==> config.mk <==
export PLATFORM = sky130hd
export DESIGN_NAME = sparse_fir_top
export DESIGN_NICKNAME = d
export VERILOG_FILES = /design/src/rtl/sfir_pkg.sv /design/src/rtl/sfir_delay_line.sv /design/src/rtl/sfir_sparse_products.sv /design/src/rtl/sfir_adder_tree.sv /design/src/rtl/sparse_fir_top.sv
export SDC_FILE = /design/constraint.sdc
export NUM_CORES = 2
export LEC_CHECK = 0
export BUFFER_PORTS_ARGS = -buffer_cell sky130_fd_sc_hd__buf_2
export CAP_MARGIN = 10
export CORE_MARGIN = 3
export CORE_UTILIZATION = 40
export CTS_CLUSTER_DIAMETER = 100
export DETAILED_ROUTE_END_ITERATION = 8
export RECOVER_POWER = 50
export SLEW_MARGIN = 20
export SYNTH_ARGS = -nofsm -noshare
export SYNTH_HDL_FRONTEND = slang
export SYNTH_HIERARCHICAL = 1
export SYNTH_SLANG_ARGS = --single-unit
==> constraint.sdc <==
create_clock -name clk -period 13.9 [get_ports clk]
set_clock_uncertainty 0.2 [all_clocks]
set_input_delay 2.78 -clock clk [delete_from_list [all_inputs] [get_ports clk]]
set_output_delay 2.78 -clock clk [all_outputs]
set_load 0.005 [all_outputs]
==> src/rtl/sfir_pkg.sv <==
package sfir_pkg;

    localparam int COEF_W   = 8;
    localparam int MAX_TAPS = 129;
    localparam int VEC_W    = COEF_W * MAX_TAPS;

    // Number of non-zero coefficients among the first n taps.
    function automatic int count_nz(input logic [VEC_W-1:0] v, input int n);
        int cnt;
        cnt = 0;
        for (int k = 0; k < n; k++) begin
            if (v[k*COEF_W +: COEF_W] != '0) cnt++;
        end
        return cnt;
    endfunction

    // Tap index of the j-th non-zero coefficient (j counts from 0).
    function automatic int nz_index(input logic [VEC_W-1:0] v, input int n, input int j);
        int seen;
        int idx;
        seen = 0;
        idx  = 0;
        for (int k = 0; k < n; k++) begin
            if (v[k*COEF_W +: COEF_W] != '0) begin
                if (seen == j) idx = k;
                seen++;
            end
        end
        return idx;
    endfunction

    // Output width wide enough that the sum can never overflow.
    function automatic int acc_width(input int in_w, input int nz);
        return COEF_W + in_w + $clog2(nz < 1 ? 1 : nz);
    endfunction

    // Leaf count of the adder tree, rounded up to a power of two.
    function automatic int tree_leaves(input int nz);
        return 1 << $clog2(nz < 1 ? 1 : nz);
    endfunction

endpackage

==> src/rtl/sfir_delay_line.sv <==
module sfir_delay_line #(
    parameter int IN_W  = 12,
    parameter int DEPTH = 32
) (
    input  logic                   clk,
    input  logic                   rst,
    input  logic                   shift_en,
    input  logic signed [IN_W-1:0] din,
    output logic signed [IN_W-1:0] taps [DEPTH]
);

    logic signed [IN_W-1:0] taps_d [DEPTH];
    logic signed [IN_W-1:0] taps_q [DEPTH];

    always_comb begin
        for (int k = 0; k < DEPTH; k++) taps_d[k] = taps_q[k];
        if (shift_en) begin
            taps_d[0] = din;
            for (int k = 1; k < DEPTH; k++) taps_d[k] = taps_q[k-1];
        end
        if (rst) begin
            for (int k = 0; k < DEPTH; k++) taps_d[k] = '0;
        end
    end

    always_ff @(posedge clk) begin
        for (int k = 0; k < DEPTH; k++) taps_q[k] <= taps_d[k];
    end

    assign taps = taps_q;

    AST_RESET_CLEARS: assert property (@(posedge clk)
        rst |=> (taps_q[0] == '0));

    AST_SAMPLE_ENTERS: assert property (@(posedge clk) disable iff (rst)
        shift_en |=> (taps_q[0] == $past(din)));

    AST_LINE_FROZEN: assert property (@(posedge clk) disable iff (rst)
        !shift_en |=> $stable(taps_q[DEPTH-1]));

endmodule

==> src/rtl/sfir_sparse_products.sv <==
module sfir_sparse_products
    import sfir_pkg::*;
#(
    parameter int                        NTAPS    = 33,
    parameter int                        IN_W     = 12,
    parameter logic [COEF_W*NTAPS-1:0]   COEF_VEC = '0,
    parameter int                        NZ       = 1
) (
    input  logic signed [IN_W-1:0]        window [NTAPS],
    output logic signed [COEF_W+IN_W-1:0] prods  [NZ]
);

    localparam int PW = COEF_W + IN_W;

    // One multiplier per surviving tap; zero taps produce no hardware.
    for (genvar j = 0; j < NZ; j++) begin : g_term
        localparam int K = nz_index(VEC_W'(COEF_VEC), NTAPS, j);
        localparam logic signed [COEF_W-1:0] C = COEF_VEC[K*COEF_W +: COEF_W];
        assign prods[j] = PW'(window[K]) * PW'(C);
    end

endmodule

==> src/rtl/sfir_adder_tree.sv <==
module sfir_adder_tree
    import sfir_pkg::*;
#(
    parameter int NZ    = 1,
    parameter int PW    = 20,
    parameter int OUT_W = 24
) (
    input  logic signed [PW-1:0]    prods [NZ],
    output logic signed [OUT_W-1:0] sum
);

    localparam int LEAVES = tree_leaves(NZ);
    localparam int NODES  = 2 * LEAVES - 1;

    logic signed [OUT_W-1:0] node [NODES];

    for (genvar i = 0; i < LEAVES; i++) begin : g_leaf
        if (i < NZ) begin : g_used
            assign node[LEAVES-1+i] = OUT_W'(prods[i]);
        end else begin : g_pad
            assign node[LEAVES-1+i] = '0;
        end
    end

    for (genvar i = 0; i < LEAVES - 1; i++) begin : g_add
        assign node[i] = node[2*i+1] + node[2*i+2];
    end

    assign sum = node[0];

endmodule

==> src/rtl/sparse_fir_top.sv <==
module sparse_fir_top
    import sfir_pkg::*;
#(
    parameter int                      NTAPS    = 33,
    parameter int                      IN_W     = 12,
    parameter logic [COEF_W*NTAPS-1:0] COEF_VEC = {
        80'h0,
        8'hE8, 8'hEB, 8'h00, 8'h25, 8'h50, 8'h72, 8'h7F,
        8'h72, 8'h50, 8'h25, 8'h00, 8'hEB, 8'hE8,
        80'h0},
    localparam int NZ    = count_nz(VEC_W'(COEF_VEC), NTAPS),
    localparam int OUT_W = acc_width(IN_W, NZ)
) (
    input  logic                    clk,
    input  logic                    rst,
    input  logic                    in_valid,
    input  logic signed [IN_W-1:0]  in_data,
    output logic                    out_valid,
    output logic signed [OUT_W-1:0] out_data
);

    localparam int DEPTH = NTAPS - 1;
    localparam int PW    = COEF_W + IN_W;

    typedef struct packed {
        logic                    valid;
        logic signed [OUT_W-1:0] data;
    } res_t;

    logic signed [IN_W-1:0]  taps   [DEPTH];
    logic signed [IN_W-1:0]  window [NTAPS];
    logic signed [PW-1:0]    prods  [NZ];
    logic signed [OUT_W-1:0] sum;
    res_t                    res_d, res_q;

    sfir_delay_line #(.IN_W(IN_W), .DEPTH(DEPTH)) u_line (
        .clk      (clk),
        .rst      (rst),
        .shift_en (in_valid),
        .din      (in_data),
        .taps     (taps)
    );

    // Tap 0 is the incoming sample; the line supplies the older ones.
    assign window[0] = in_data;
    for (genvar k = 1; k < NTAPS; k++) begin : g_win
        assign window[k] = taps[k-1];
    end

    sfir_sparse_products #(
        .NTAPS(NTAPS), .IN_W(IN_W), .COEF_VEC(COEF_VEC), .NZ(NZ)
    ) u_prod (
        .window (window),
        .prods  (prods)
    );

    sfir_adder_tree #(.NZ(NZ), .PW(PW), .OUT_W(OUT_W)) u_tree (
        .prods (prods),
        .sum   (sum)
    );

    always_comb begin
        res_d       = res_q;
        res_d.valid = in_valid;
        if (in_valid) res_d.data = sum;
        if (rst) res_d = '0;
    end

    always_ff @(posedge clk) begin
        res_q <= res_d;
    end

    assign out_valid = res_q.valid;
    assign out_data  = res_q.data;

    AST_VALID_FOLLOWS: assert property (@(posedge clk) disable iff (rst)
        in_valid |=> out_valid);

    AST_NO_SPURIOUS: assert property (@(posedge clk) disable iff (rst)
        !in_valid |=> !out_valid);

    AST_OUT_HOLD: assert property (@(posedge clk) disable iff (rst)
        !in_valid |=> $stable(out_data));

endmodule

==> impl_metrics.csv <==
group,metric,value,unit
status,status,"complete, but fails checks",
status,failed_checks,"capacitance limit, slew limit",
yosys,ys_warn_count,6,
clocking,cts_buffers,35,
worst_setup_path,cp.arrival,11.16,ns
timing,final_hold_viol_count,0,
timing,holdWs,0.291,ns
worst_setup_path,reg2reg_depth,38,
worst_setup_path,critical_path.endpoint,"u_line/taps[276]",
timing,setup_tns,0,ns
timing,slew_headroom,-2.79,
global_routing,grt_pass1_wl,123000,um
place,io_buffers,39,
worst_setup_path,cp.required,14.09,ns
routing,drcViolationCount,0,
floorplanning,die_h,296,um
clocking,clockBufferDepth,3,
timing,rsz0062_at_grt,"false",
worst_setup_path,r2r_start,"u_line/taps[196]",
clocking,cts_hold_buf,0,
pwr,peakVddDrop,80.5,uV
run,max_cap_violations,3,
place,gp_congestion,0.903,
timing,drv_slew,177,
clocking,cts_tree,"done",
yosys,netlist_instances,3709,
global_routing,grt_use_total,0.173,
final_layout,finalNonFillerCells,4750,
final_layout,nFillCells,8298,
clocking,path_clk_slew,0.06,ns
worst_setup_path,critPathKind,"in2reg",
routing,viasPerCell,5.09,
final_layout,final_nets,4480,
final_layout,antenna_cells,0,
worst_setup_path,crit_start,"in_valid",
floorplanning,dieArea,87800,um^2
routing,vias,24200,
floorplanning,fp-row-count,105,
place,dp_worst_setup_slack,4.54,ns
timing,setup_viol,0,
routing,first_pass_iters,7,
worst_setup_path,r2r_slack,4.37,ns
final_layout,area_growth,4.53,%
global_routing,grt_antenna_before_repair,0,
hold_path,hold_path_class,"reg2reg",
routing,ant_nets,0,
yosys,syn_avg_cell_area,9.09,um^2
global_routing,grt_pass1_vias,23300,
routing,drt_iter0_drc,1291,
clocking,cts_root_buf,"clkbuf_16",
pwr,p_leak,18.2,nW
worst_setup_path,worst-path-max-fanout,79,
floorplanning,die_x,296,um
timing,period_share,0.789,
final_layout,final_cell_mix,"ha_1, inv_1, nor2_1",
global_routing,overflow,0,
clocking,clock_sinks,289,
clocking,cts_resized,0,
global_routing,grt_start_max_net_pins,101,
routing,wirelength,75200,um
floorplanning,initial_core_util,0.407,
worst_setup_path,reg2reg_to,"out_data[23]",
final_layout,final_common_cell,"ha_1",
final_layout,drive_above_1_share,0.0315,
clocking,insertion_delay,0.56,ns
timing,postLayoutSetupSlackWorst,2.93,ns
floorplanning,io-pin-count,40,
yosys,synthesis.area,33700,um^2
place,hpwl,60600,um
routing,wl_per_cell,15.8,um
timing,post-route-min-period,10.97,ns
timing,tightest_slew,5.68,ns
clocking,h-tree-depth,2,
pwr,cellPowerDensity,55.9,nW/um^2
worst_setup_path,cp-end-kind,"flip-flop",
worst_setup_path,start_kind,"primary input",
place,dp_cells,4689,
timing,fmax,91.2,MHz
clocking,post-cts-setup-buffers,0,
floorplanning,fp.coreArea,82800,um^2
[layer usage]
metal  up-vias  track usage  share of wire
li1      12400            -              -
met1     11300        0.244           0.49
met2       374        0.277           0.44
met3        74       0.0325          0.052
met4         0       0.0348          0.018
met5         -            0              0
[stage by stage]
stage | cell area (um^2) | total power [mW] | utilization
after floorplan | 33800 | 0.979 | -
after global placement | 34100 | 1.00 | 0.412
after detailed placement | 34100 | 1.00 | 0.412
after CTS | 35300 | 2.00 | 0.426
after global routing | 35300 | 2.05 | 0.426
final | 35300 | 1.97 | 0.426
[sequential cells by signal (all words and copies together) (netlist names)]
register / flops
u_line/taps: 264
out_data: 24
out_valid: 1
[cell type report]
cell class,instances,area (um^2),share of cell area
flip-flops and latches,289,5790,0.164
inverters,527,1980,0.0561
well taps,1070,1340,0.0380
clock inverters,18,256,0.00728
multi-input cells,2758,24700,0.702
clock buffers,43,946,0.0268
repair buffers,45,214,0.00607
[how the worst min path moves through the flow]
| stage | slack (ns) | to | depth (start not counted) | startpoint |
|---|---|---|---|---|
| after global routing | 0.32 | u_line/taps[330] | 2 | u_line/taps[342] |
| after floorplan | 0.26 | u_line/taps[144] | 2 | u_line/taps[144] |
| after detailed placement | 0.28 | out_data[9] | 2 | out_data[9] |
| after CTS | 0.29 | out_data[15] | 2 | out_data[15] |
| after global placement | 0.27 | out_data[12] | 2 | out_data[12] |
| final | 0.29 | out_data[12] | 2 | out_data[12] |
[power by group]
part,internal (mW),switching (mW)
sequential,0.837,0.00551
combinational,0.0605,0.0873
clock,0.569,0.410
[critical path, cell delays in order]
cell      delay [ns]
clkbuf_1        3.90
clkbuf_1        2.95
buf_4           1.09
mux2i_1         0.27
nor2_1          0.05
Power figures use the tool's default switching activity.
